<file path="config.mk">
export PLATFORM = sky130hd
export DESIGN_NAME = sdiv_dual
export DESIGN_NICKNAME = d
export VERILOG_FILES = /design/src/rtl/sdiv_pkg.sv /design/src/rtl/sdiv_ctrl.sv /design/src/rtl/sdiv_dpath.sv /design/src/rtl/sdiv_dual.sv
export SDC_FILE = /design/constraint.sdc
export NUM_CORES = 1
export LEC_CHECK = 0
export ABC_AREA = 1
export BUFFER_PORTS_ARGS = -buffer_cell sky130_fd_sc_hd__buf_2
export CORE_UTILIZATION = 61
export CTS_CLUSTER_DIAMETER = 40
export DETAILED_ROUTE_END_ITERATION = 7
export GPL_TIMING_DRIVEN = 0
export PLACE_DENSITY = 0.88
export REMOVE_ABC_BUFFERS = 1
export SLEW_MARGIN = 20
export SYNTH_ARGS = -nofsm -noshare
export SYNTH_HDL_FRONTEND = slang
export SYNTH_SLANG_ARGS = --single-unit
export TNS_END_PERCENT = 20
</file>
<file path="constraint.sdc">
create_clock -name clk -period 2.4 [get_ports clk]
set_input_delay 0.12 -clock clk [delete_from_list [all_inputs] [get_ports clk]]
set_output_delay 0.12 -clock clk [all_outputs]
set_load 0.05 [all_outputs]
</file>
<file path="src/rtl/sdiv_pkg.sv">
package sdiv_pkg;
  typedef struct packed {
    logic load;     // capture operand magnitudes
    logic step;     // one restoring iteration
    logic fix;      // sign correction and write-back
    logic zeroEnd;  // finish on a zero divisor
  } sdivStrobe_t;

  typedef enum logic [1:0] {ST_IDLE, ST_RUN, ST_FIX} sdivState_t;
endpackage

</file>
<file path="src/rtl/sdiv_ctrl.sv">
module sdiv_ctrl import sdiv_pkg::*; #(
  parameter int HALF_W = 16
) (
  input  logic        clk,
  input  logic        rst_n,
  input  logic        start,
  input  logic        wordMode,
  input  logic        dvsZero,
  output sdivStrobe_t strb,
  output logic        busy,
  output logic        done
);
  localparam int BH = HALF_W / 2;
  localparam int CW = $clog2(HALF_W + 1);

  sdivState_t state;
  logic [CW-1:0] cnt;

  always_comb begin
    strb = '0;
    unique case (state)
      ST_IDLE: begin
        if (start) begin
          if (dvsZero) strb.zeroEnd = 1'b1;
          else         strb.load    = 1'b1;
        end
      end
      ST_RUN:  strb.step = 1'b1;
      ST_FIX:  strb.fix  = 1'b1;
      default: strb = '0;
    endcase
  end

  always_ff @(posedge clk or negedge rst_n) begin
    if (!rst_n) begin
      state <= ST_IDLE;
      cnt   <= '0;
      done  <= 1'b0;
    end else begin
      done <= strb.fix | strb.zeroEnd;
      unique case (state)
        ST_IDLE: begin
          if (strb.load) begin
            state <= ST_RUN;
            cnt   <= wordMode ? CW'(HALF_W - 1) : CW'(BH - 1);
          end
        end
        ST_RUN: begin
          if (cnt == '0) state <= ST_FIX;
          else           cnt   <= cnt - CW'(1);
        end
        ST_FIX:  state <= ST_IDLE;
        default: state <= ST_IDLE;
      endcase
    end
  end

  assign busy = (state != ST_IDLE);
endmodule

</file>
<file path="src/rtl/sdiv_dpath.sv">
module sdiv_dpath import sdiv_pkg::*; #(
  parameter int HALF_W = 16
) (
  input  logic                  clk,
  input  logic                  rst_n,
  input  sdivStrobe_t           strb,
  input  logic                  wordMode,
  input  logic [2*HALF_W-1:0]   dividend,
  input  logic [HALF_W-1:0]     divisor,
  output logic                  dvsZero,
  output logic [2*HALF_W-1:0]   result,
  output logic                  divZero,
  output logic                  overflow
);
  localparam int BH = HALF_W / 2;
  localparam int DW = 2 * HALF_W;

  // operand magnitudes, chosen by size
  logic              dvdNeg, dvsNeg;
  logic [DW-1:0]     wordDvdMag;
  logic [HALF_W-1:0] byteDvdMag;
  logic [HALF_W-1:0] remInit, quoInit, dvsMag;
  logic [BH-1:0]     byteDvsMag;

  always_comb begin
    wordDvdMag = dividend[DW-1] ? -dividend : dividend;
    byteDvdMag = dividend[HALF_W-1] ? -dividend[HALF_W-1:0] : dividend[HALF_W-1:0];
    byteDvsMag = divisor[BH-1] ? -divisor[BH-1:0] : divisor[BH-1:0];
    if (wordMode) begin
      dvdNeg  = dividend[DW-1];
      dvsNeg  = divisor[HALF_W-1];
      remInit = wordDvdMag[DW-1:HALF_W];
      quoInit = wordDvdMag[HALF_W-1:0];
      dvsMag  = divisor[HALF_W-1] ? -divisor : divisor;
      dvsZero = (divisor == '0);
    end else begin
      dvdNeg  = dividend[HALF_W-1];
      dvsNeg  = divisor[BH-1];
      remInit = {{BH{1'b0}}, byteDvdMag[HALF_W-1:BH]};
      quoInit = {byteDvdMag[BH-1:0], {BH{1'b0}}};
      dvsMag  = {{BH{1'b0}}, byteDvsMag};
      dvsZero = (divisor[BH-1:0] == '0);
    end
  end

  // iteration state
  logic [HALF_W-1:0] remR, quoR, dvsR;
  logic              negQ, negR, preOvf, modeR;

  logic [HALF_W:0]   trial, diff;
  logic              takeBit;

  always_comb begin
    trial   = {remR, quoR[HALF_W-1]};
    diff    = trial - {1'b0, dvsR};
    takeBit = ~diff[HALF_W];
  end

  // sign correction and range check
  logic [HALF_W-1:0] quoSigned, remSigned;
  logic              fitsWord, fitsByte, ovfNow;

  always_comb begin
    quoSigned = negQ ? -quoR : quoR;
    remSigned = negR ? -remR : remR;
    fitsWord  = ~quoR[HALF_W-1] | (negQ & (quoR[HALF_W-2:0] == '0));
    fitsByte  = ~quoR[BH-1]     | (negQ & (quoR[BH-2:0] == '0));
    ovfNow    = preOvf | ~(modeR ? fitsWord : fitsByte);
  end

  always_ff @(posedge clk or negedge rst_n) begin
    if (!rst_n) begin
      remR     <= '0;
      quoR     <= '0;
      dvsR     <= '0;
      negQ     <= 1'b0;
      negR     <= 1'b0;
      preOvf   <= 1'b0;
      modeR    <= 1'b0;
      result   <= '0;
      divZero  <= 1'b0;
      overflow <= 1'b0;
    end else begin
      if (strb.load) begin
        remR   <= remInit;
        quoR   <= quoInit;
        dvsR   <= dvsMag;
        negQ   <= dvdNeg ^ dvsNeg;
        negR   <= dvdNeg;
        preOvf <= (remInit >= dvsMag);
        modeR  <= wordMode;
      end
      if (strb.step) begin
        remR <= takeBit ? diff[HALF_W-1:0] : trial[HALF_W-1:0];
        quoR <= {quoR[HALF_W-2:0], takeBit};
      end
      if (strb.fix) begin
        divZero  <= 1'b0;
        overflow <= ovfNow;
        if (!ovfNow) begin
          if (modeR) result <= {remSigned, quoSigned};
          else       result <= {{HALF_W{1'b0}}, remSigned[BH-1:0], quoSigned[BH-1:0]};
        end
      end
      if (strb.zeroEnd) begin
        divZero  <= 1'b1;
        overflow <= 1'b0;
      end
    end
  end
endmodule

</file>
<file path="src/rtl/sdiv_dual.sv">
module sdiv_dual import sdiv_pkg::*; #(
  parameter int HALF_W = 16
) (
  input  logic                clk,
  input  logic                rst_n,
  input  logic                start,
  input  logic                wordMode,
  input  logic [2*HALF_W-1:0] dividend,
  input  logic [HALF_W-1:0]   divisor,
  output logic                busy,
  output logic                done,
  output logic [2*HALF_W-1:0] result,
  output logic                divZero,
  output logic                overflow
);
  sdivStrobe_t strb;
  logic        dvsZero;

  sdiv_ctrl #(.HALF_W(HALF_W)) u_ctrl (
    .clk      (clk),
    .rst_n    (rst_n),
    .start    (start),
    .wordMode (wordMode),
    .dvsZero  (dvsZero),
    .strb     (strb),
    .busy     (busy),
    .done     (done)
  );

  sdiv_dpath #(.HALF_W(HALF_W)) u_dpath (
    .clk      (clk),
    .rst_n    (rst_n),
    .strb     (strb),
    .wordMode (wordMode),
    .dividend (dividend),
    .divisor  (divisor),
    .dvsZero  (dvsZero),
    .result   (result),
    .divZero  (divZero),
    .overflow (overflow)
  );
endmodule

</file>
* After elaboration in Yosys (flattened, before gate mapping) *
Cells that the tools add are included.

word-level totals
  input port bits = 52
  word-level logic and storage cells = 90
  register bits = 94
  output and inout port bits = 36

cells by class
  bitwise operators = 12
  order comparisons = 1
  multiplexer cells = 38
  $add $sub $neg = 8
  reductions and logical operators = 13
  equality and inequality tests = 5

operators by type and width
  kind                 count
  $mux 16              12
  $mux 32              2
  $neg 16->16          4
  $neg 32->32          1
  $sub 17x16->17       1
  $ge 16x16->1         1
  $logic_not 16->1     1
  $mux 1               16
  $logic_not 15->1     1
  $mux 5               2
  $pmux 5 s2           1
  $logic_not 8->1      1
  $mux 8               1
  $neg 8->8            1
  $reduce_bool 2->1    4
  $logic_not 7->1      1
  $logic_not 5->1      1
  $not 1->1            5
  $sub 5x1->5 const B  1
  $mux 2               2
  $mux 4               1
  $ne 2x2->1 const B   2
  $or 1x1->1           4
  $pmux 2 s2           1
  8 further kinds      10

* Depth between registers and ports, before layout *
Gate-level depths: netlist of the first run.

  depth in word-level cells = 8
  gate-level depth with buffers = 20
  depth with buffers taken out = 19

* By module *
Synthesis of the first run repeated with hierarchy kept, for this count alone.

second synthesis, totals
  cell total of the unflattened synthesis = 1296
  area total of the unflattened synthesis = 8181.6 µm²

modules (own cells, without submodules)
  module      times used  seq. area each (µm²)  area an instance (µm²)  cells each
  sdiv_dpath  1           2152.1                7728.7                  1243
  sdiv_ctrl   1           200.2                 452.9                   53

* Worst setup path after synthesis of the first run *
No wires, ideal clock.

  path type = flip-flop to flip-flop
  from = register u_dpath.quoR[15]
  to = register u_dpath.remR[1]
  library setup time = 0.119 ns
  clock period less this slack = 2.145 ns
  data arrival time = 2.026 ns
  stages on the path, launching flop included = 16
  data required time = 2.281 ns
  slack = 0.255 ns
  path buffers = 0
  cell sequence = dfrtp_1 > inv_1 > ha_1 > fa_1 > inv_1 > nand3_1 > nand2_1 > nand2_1 > nand2_1 > nand2_1 > nand2_2 > nand2_2 > nand2_4 > nand2_1 > a21oi_1 > nor2_1

on the way
  word-level cells in the longest chain between the ends = 3

ends and longest elaborated chain
  what                      RTL line          text
  start: declaration        sdiv_dpath.sv:47  logic [HALF_W-1:0] remR, quoR, dvsR;
  start signal: assignment  sdiv_dpath.sv:86  quoR <= quoInit;
  start signal: assignment  sdiv_dpath.sv:95  quoR <= {quoR[HALF_W-2:0], takeBit};
  $sub 17x16->17            sdiv_dpath.sv:55  diff = trial - {1'b0, dvsR};
  $mux 16                   sdiv_dpath.sv:94  remR <= takeBit ? diff[HALF_W-1:0] : trial[HALF_W-1:0];
  $mux 16                   sdiv_dpath.sv:93  if (strb.step) begin
  end signal: assignment    sdiv_dpath.sv:85  remR <= remInit;
  end signal: assignment    sdiv_dpath.sv:94
  end: declaration          sdiv_dpath.sv:47

Every way passes these cells.
A chain may end at the register's enable or synchronous reset.

* Worst setup path after layout of the first run *
  from = register u_dpath.remR[9]
  to = register u_dpath.remR[10]

on the way
  word-level cells in the longest chain between the ends = 3

ends and longest elaborated chain
  what            RTL line
  $sub 17x16->17  sdiv_dpath.sv:55
  $mux 16 (*)     sdiv_dpath.sv:94
  $mux 16 (*)     sdiv_dpath.sv:93

Mark *: on every way between the ends. The rest lies on a longest branch, timed or not.

==> results.py, run 1 <==
metrics = {
    "outcome": {
        "status": "complete, no violations",
    },
    "setup_path": {
        "path_class": "flop to flop",
        "path_buf_inv": 1,
        "cp.depth": 13,
        "cp_common_cell": "nand2_1",
        "rrSetupSlack_ns": 0.02,
        "r2r_cells": 13,
        "slowest_stage": "dfrtp_1",
        "critPathTopFamily": "simple AND/OR/NAND/NOR gates",
        "rr_endpoint": "u_dpath.remR[10]$_DFFE_PN0P_",
        "crit_path_end_kind": "flop",
        "rr_startpoint": "u_dpath.remR[9]$_DFFE_PN0P_",
        "worst_path_largest_cell_delay_ns": 0.49,
        "cp_data_arrival_time_ns": 2.66,
        "crit_chain": "ha_2, nand2_1, inv_1, nand2_1, nor3_4, nand2_4, nand2_8, nand2_8, nand3_1, nand2_1, nor2_2, nor2_1, nor2_1",
        "cp_max_fo": 10,
        "required_ns": 2.68,
        "startpoint_type": "flop",
    },
    "clock_network": {
        "cts_tree": "yes",
        "cts_buffers": 9,
        "ctsHtreeMaxLevel": 3,
        "ctsRootBufferMaster": "clkbuf_16",
        "clk_pin_slew_ns": 0.07,
        "cts_buffer_depth": 2,
        "cts_sinks": 94,
        "clk_latency_ns": 0.35,
    },
    "synth": {
        "postSynth.asyncResetShare": 1.00,
        "synth_edf_count": 0,
        "syn-cell-area_um2": 8180,
        "ys_seq_area_frac": 0.288,
        "yosys_most_used_dff": "dfrtp_1",
        "synth_top_area_frac": 0.288,
        "synth_area_leader_cell": "dfrtp_1",
        "synth.distinct_cells": 43,
        "synth.top_cells.by_area": "dfrtp_1, nand2_1, inv_1",
        "synthTopCellsByCount": "nand2_1, inv_1, nor2_1",
        "synth_most_common_cell": "nand2_1",
        "netlist_instances": 1303,
        "yosys_register_bits": 94,
        "yosys_warnings": 0,
        "avgSynthCellArea_um2": 6.28,
    },
    "floorplan": {
        "die-height_um": 118,
        "die-area_um2": 13900,
        "num_rows": 41,
        "ios": 88,
        "chipWidth_um": 118,
        "core_um2": 12800,
        "initial_core_util": 0.638,
    },
    "grt": {
        "grt_pass1_vias": 7607,
        "grt_pass1_wl_um": 36300,
        "antenna_found_initial": 0,
        "grt_overflow": 0,
        "grt_max_degree": 71,
        "gr-usage-all-layers": 0.319,
    },
    "layout": {
        "final_core_util": 0.717,
        "final_cells": 1549,
        "nNetsFinal": 1465,
        "antenna-diode-count": 0,
        "nFillCells": 1088,
        "multiInputGateArea_um2": 5170,
        "area_delta_synth_final_pct": 12.4,
        "seq_area_um2": 2350,
        "drive_gt1_frac": 0.118,
    },
    "pwr": {
        "power_density_nw_per_um2": 1430,
        "peakVddDrop_uv": 609,
        "leakagePower_uw": 0.00500,
    },
    "drt": {
        "avgRoutedWirePerCell_um": 14.4,
        "drt-total-wl_um": 22300,
        "ant_nets": 0,
        "drt-initial-drc-count": 750,
        "vias_per_cell": 5.66,
        "drt_first_pass_iters": 5,
        "vias": 8768,
        "drc_errors": 0,
    },
    "hold_path": {
        "hp-start": "divisor[8]",
        "min_to": "u_dpath.dvsR[8]$_DFFE_PN0P_",
        "worstHoldPathCells": 4,
        "hold_class": "input pin to flop",
    },
    "timing": {
        "whs_ns": 0.149,
        "drv_slew": 0,
        "max_freq_ghz": 0.421,
        "finalSetupTns_ns": 0,
        "tightestPinTransition_ns": 0.749,
        "setup_viol": 0,
        "clock_skew_ns": 0.00733,
        "layout_min_cycle_time_ns": 2.38,
        "finalWorstSetupSlack_ns": 0.0232,
        "finalCritPeriodShare": 0.990,
        "hold_violations": 0,
        "relSlewSlack": 0.501,
        "rsz0062_at_grt": "true",
    },
    "placed_design": {
        "gp_congestion": 0.954,
        "dp_slack_ns": -1.12,
        "io_buffers": 87,
        "dp_hpwl_um": 16600,
        "dp_cells": 1524,
    },
    "flow_run": {
        "maxCapViolCount": 0,
    },
}
registers in the layout, summed over array words and instances (netlist names), 2 cells and up:
signal          cells
u_dpath.result     32
u_dpath.dvsR       16
u_dpath.quoR       16
u_dpath.remR       16
u_ctrl.cnt          5
u_ctrl.state        2
through the flow:
stage               cell area (um2)  total power, uW
floorplan                      7970             8860
global route                   9200            14200
global placement               8620            10500
finish                         9200            13100
CTS                            9040            12500
detailed placement             8650            10800
worst max path at each step:
stage | from | endpoint | slack [ns]
after CTS | u_dpath.quoR[15]$_DFFE_PN0P_ | u_dpath.remR[2]$_DFFE_PN0P_ | -0.05
final | u_dpath.remR[9]$_DFFE_PN0P_ | u_dpath.remR[10]$_DFFE_PN0P_ | 0.02
after global placement | u_ctrl.state[0]$_DFFE_PN0P_ | u_dpath.quoR[6]$_DFFE_PN0P_ | -1.09
after detailed placement | u_ctrl.state[0]$_DFFE_PN0P_ | u_dpath.quoR[6]$_DFFE_PN0P_ | -1.12
after global routing | divisor[0] | u_dpath.preOvf$_DFFE_PN0P_ | -0.09
after floorplan | u_ctrl.state[0]$_DFFE_PN0P_ | u_dpath.quoR[5]$_DFFE_PN0P_ | -0.03
worst register-to-register path, stage by stage, from the launching register on:
cell	delay, ns
dfrtp_1	0.49
ha_2	0.44
nand2_1	0.10
inv_1	0.08
nand2_1	0.10
nor3_4	0.21
nand2_4	0.14
nand2_8	0.13
nand2_8	0.09
nand3_1	0.10
nand2_1	0.09
nor2_2	0.20
nor2_1	0.06
nor2_1	0.08
where the power goes:
part	leakage, uW	switching, uW	total, uW	internal [uW]
combinational	0.00367	5790	8620	2830
clock	0.000137	669	1400	728
sequential	0.00120	802	3110	2310
total	0.00500	7260	13100	5870
cell families (layout without fill, tap and decap cells):
family          after synthesis  count (layout)  synth area share
simple gates                755             756             0.388
buf+inv                     205             278             0.102
compound gates              167             167             0.114
flops                        94              94             0.288
xor+xnor                     40              40            0.0428
mux                           1               1           0.00122
fa+ha+maj                    41              41            0.0636
cell type report:
cell class | instances | share of cell area
Inverter | 166 | 0.0683
Timing Repair Buffer | 96 | 0.0581
Sequential cell | 94 | 0.256
Clock inverter | 7 | 0.00748
Tap cell | 172 | 0.0234
Multi-Input combinational cell | 1005 | 0.562
Clock buffer | 9 | 0.0245
metal layers:
metal | wire, um | vias to the layer above | track usage
met3 | 2200 | 33 | 0.0383
met4 | 334 | 0 | 0.0809
met5 | 0 | - | 0
met2 | 10100 | 430 | 0.503
met1 | 9690 | 3990 | 0.463
li1 | - | 4315 | -
what timing repair did:
| item | in CTS | in global routing |
|---|---|---|
| cloned | 1 | 0 |
| gates resized for setup | 15 | 25 |
| hold endpoints to repair | 94 | 0 |
| setup buffers | 2 | 5 |
| pin swaps | 3 | 5 |
| setup endpoints to repair | 39 | 27 |
| hold buffers | 1 | 0 |
cell usage in the layout, fill, tap and decap left out, drive strengths merged, types with 3 or more instances in the layout:
| cell | instances |
|---|---|
| nand3b | 7 |
| o211ai | 13 |
| dfrtp | 94 |
| clkinv | 4 |
| inv | 167 |
| or2 | 4 |
| and2 | 7 |
| o221ai | 3 |
| xnor2 | 8 |
| buf | 95 |
| nor3 | 18 |
| nand2 | 430 |
| and3 | 7 |
| nand3 | 114 |
| nand4 | 13 |
| a21oi | 54 |
| nor2 | 155 |
| xor2 | 32 |
| o22ai | 6 |
| clkbuf | 9 |
| ha | 40 |
| o21ai | 84 |
No activity file was read; power rests on OpenSTA's default activity.
==> run 2: changes to the inputs <==
--- a/config.mk
+++ b/config.mk
@@ -5,9 +5,8 @@
 export SDC_FILE = /design/constraint.sdc
 export NUM_CORES = 1
 export LEC_CHECK = 0
-export ABC_AREA = 1
 export BUFFER_PORTS_ARGS = -buffer_cell sky130_fd_sc_hd__buf_2
-export CORE_UTILIZATION = 61
+export CORE_UTILIZATION = 60
 export CTS_CLUSTER_DIAMETER = 40
 export DETAILED_ROUTE_END_ITERATION = 7
 export GPL_TIMING_DRIVEN = 0
==> run 2 against run 1 <==
Compared with the run above:
- the run now ends with DRC, setup timing left
- fmax is 29% lower
- clock skew about the same
- critical path type is now input pin to flop
- sequential power barely moved
- synthesized cell count fell by 32%
- global-route usage fell by 0.75 points
- sequential share of layout area grew 1.5 points
- wire length is 12% lower
- worst hold slack worse by 0.041 ns
==> results.py, run 2 <==
metrics = {
    "floorplan": {
        "num_rows": 39,
        "die-area_um2": 12500,
        "die-height_um": 112,
        "core_um2": 11600,
        "initial_core_util": 0.623,
        "chipWidth_um": 112,
        "ios": 88,
    },
    "clock_network": {
        "cts_sinks": 94,
        "cts_tree": "yes",
        "clk_latency_ns": 0.35,
        "ctsRootBufferMaster": "clkbuf_16",
        "ctsHtreeMaxLevel": 3,
        "cts_buffers": 9,
        "clk_pin_slew_ns": 0.06,
        "cts_buffer_depth": 2,
    },
    "grt": {
        "grt_overflow": 0,
        "gr-usage-all-layers": 0.312,
        "grt_max_degree": 82,
        "grt_pass1_vias": 6449,
        "grt_pass1_wl_um": 31300,
        "antenna_found_initial": 0,
    },
    "placed_design": {
        "gp_congestion": 0.859,
        "dp_hpwl_um": 13100,
        "io_buffers": 87,
        "dp_cells": 1077,
        "dp_slack_ns": -1.84,
    },
    "setup_path": {
        "startpoint_type": "input pin",
        "crit_chain": "buf_6, inv_2, ha_4, or4b_4, buf_4, or3_1, o31ai_1, xor2_1, mux2i_1, ha_1, a21o_1, a211oi_2, o21a_1, o21ai_2, a2111oi_2, nor3_1",
        "cp_max_fo": 6,
        "critPathTopFamily": "compound AO/OA/AOI/OAI gates",
        "required_ns": 2.62,
        "path_class": "input pin to flop",
        "cp_data_arrival_time_ns": 3.59,
        "crit_path_end_kind": "flop",
        "worst_path_largest_cell_delay_ns": 0.47,
        "slowest_stage": "or4b_4",
        "path_buf_inv": 3,
    },
    "timing": {
        "rsz0062_at_grt": "true",
        "finalCritPeriodShare": 1.40,
        "tightestPinTransition_ns": 1.11,
        "setup_viol": 20,
        "max_freq_ghz": 0.297,
        "layout_min_cycle_time_ns": 3.37,
        "finalWorstSetupSlack_ns": -0.969,
        "hold_violations": 0,
        "clock_skew_ns": 0.00763,
        "relSlewSlack": 0.258,
        "drv_slew": 0,
    },
    "synth": {
        "postSynth.asyncResetShare": 1.00,
        "netlist_instances": 892,
        "synth_most_common_cell": "nand2_1",
        "synthTopCellsByCount": "nand2_1, dfrtp_1, o21ai_0",
        "yosys_most_used_dff": "dfrtp_1",
        "yosys_register_bits": 94,
        "synth.top_cells.by_area": "dfrtp_1, nand2_1, ha_1",
        "yosys_warnings": 0,
        "avgSynthCellArea_um2": 8.08,
        "ys_seq_area_frac": 0.326,
        "synth_top_area_frac": 0.326,
        "synth_edf_count": 0,
        "syn-cell-area_um2": 7210,
        "synth.distinct_cells": 61,
        "synth_area_leader_cell": "dfrtp_1",
    },
    "drt": {
        "drt_first_pass_iters": 8,
        "vias_per_cell": 6.29,
        "vias": 7059,
        "drt-total-wl_um": 19700,
        "drt-initial-drc-count": 664,
        "avgRoutedWirePerCell_um": 17.5,
        "ant_nets": 0,
        "drc_errors": 7,
    },
    "layout": {
        "nNetsFinal": 1070,
        "area_delta_synth_final_pct": 20.8,
        "top_register": "u_dpath.result",
        "mostFrequentLayoutCells": "nand2_1, dfrtp_1, buf_2, o21ai_0",
        "largest_reg_flops": 32,
        "antenna-diode-count": 0,
        "final_cells": 1123,
        "nFillCells": 781,
        "final_common_cell": "nand2_1",
        "drive_gt1_frac": 0.210,
    },
    "hold_path": {
        "hold_class": "input pin to flop",
    },
    "flow_run": {
        "maxCapViolCount": 0,
    },
    "outcome": {
        "violations": "DRC, setup timing",
        "status": "finished with violations",
    },
    "pwr": {
        "leakagePower_uw": 0.00389,
        "power_density_nw_per_um2": 1360,
        "peakVddDrop_uv": 674,
    },
}
run 2: cell count changes in the layout (fill, tap and decap cells not counted), sizes merged, moves of 11 or more:
cell    previous run  this run
nand2            430       153
inv              167        31
nor2             155        52
nand3            114        16
xnor2              8        45
o31ai              1        32
buf               95       125
mux2i              1        20
xor2              32        48
nand2b             0        11
or3                0        11
run 2: kinds of logic (layout without fill, tap and decap cells):
| kind of cell | Yosys count | after routing | share of synthesized area |
|---|---|---|---|
| and+or+nand+nor | 311 | 311 | 0.200 |
| adders and majority gates | 41 | 41 | 0.0722 |
| buffers and inverters | 83 | 171 | 0.0449 |
| DFF | 94 | 94 | 0.326 |
| muxes | 23 | 23 | 0.0324 |
| AOI/OAI and AO/OA | 247 | 247 | 0.211 |
| xor gates and xnor gates | 93 | 93 | 0.113 |
run 2: path summary, 6_finish.rpt:
path | from | endpoint | cells after the start | slack (ns)
setup reg to reg | u_dpath.remR[0]$_DFFE_PN0P_ | u_dpath.remR[0]$_DFFE_PN0P_ | 11 | -0.43
hold / removal | divisor[0] | u_dpath.dvsR[0]$_DFFE_PN0P_ | 3 | 0.11
min in group asynchronous | rst_n | u_dpath.dvsR[3]$_DFFE_PN0P_ | 2 | 0.17
max in group asynchronous | rst_n | u_dpath.modeR$_DFFE_PN0P_ | 3 | 1.59
hold reg to reg | u_dpath.result[1]$_DFFE_PN0P_ | u_dpath.result[1]$_DFFE_PN0P_ | 2 | 0.47
setup / recovery | dividend[0] | u_dpath.preOvf$_DFFE_PN0P_ | 16 | -0.97
run 2: layout make-up:
class / instances / area (um2) / area share
tap: 143 / 179 / 0.0205
clock inverter: 3 / 68.8 / 0.00790
clock buffer: 11 / 253 / 0.0290
multi-input combinational: 715 / 4870 / 0.560
timing repair buffer: 126 / 862 / 0.0990
inverter: 31 / 119 / 0.0136
sequential: 94 / 2350 / 0.270
run 2: repair_timing:
action | CTS | global route
hold buffers | 1 | 0
pin swaps | 29 | 25
gates cloned | 1 | 0
buffers inserted | 20 | 11
setup endpoints to repair | 52 | 58
gates resized for setup | 53 | 28
endpoints found under the hold margin | 94 | 0
run 2: where the power goes:
group / switching (uW) / internal (uW) / leakage (uW)
Clock: 590 / 959 / 0.000158
Sequential: 919 / 2190 / 0.00117
Combinational: 4010 / 3180 / 0.00256
run 2: stage by stage:
step,total power (uW),area [um2],setup TNS [ns],hold slack (ns),util
after floorplan,7280,7000,-47.43,-0.176,-
after global placement,8370,7620,-133.19,0.456,0.659
after detailed placement,8820,7790,-23.68,-0.0513,0.673
after CTS,11000,8480,-4.81,0.106,0.733
after global routing,12600,8710,-8.96,0.151,0.753
final,11800,8710,-6.18,0.108,0.753
run 2: worst register-to-register path, stage by stage, from the launching register on:
cell      delay [ns]
dfrtp_2         0.45
inv_1           0.13
fa_2            0.41
nor2b_2         0.14
o31a_1          0.18
o21ai_2         0.10
o21a_2          0.26
o311ai_4        0.34
buf_6           0.21
mux2i_1         0.22
nor2_1          0.07
a211oi_1        0.24
run 2: per-layer routing:
| metal | routed length (um) | GRT usage |
|---|---|---|
| met1 | 8120 | 0.420 |
| met5 | 0 | 0 |
| met4 | 470 | 0.111 |
| met2 | 9240 | 0.503 |
| met3 | 1850 | 0.0577 |
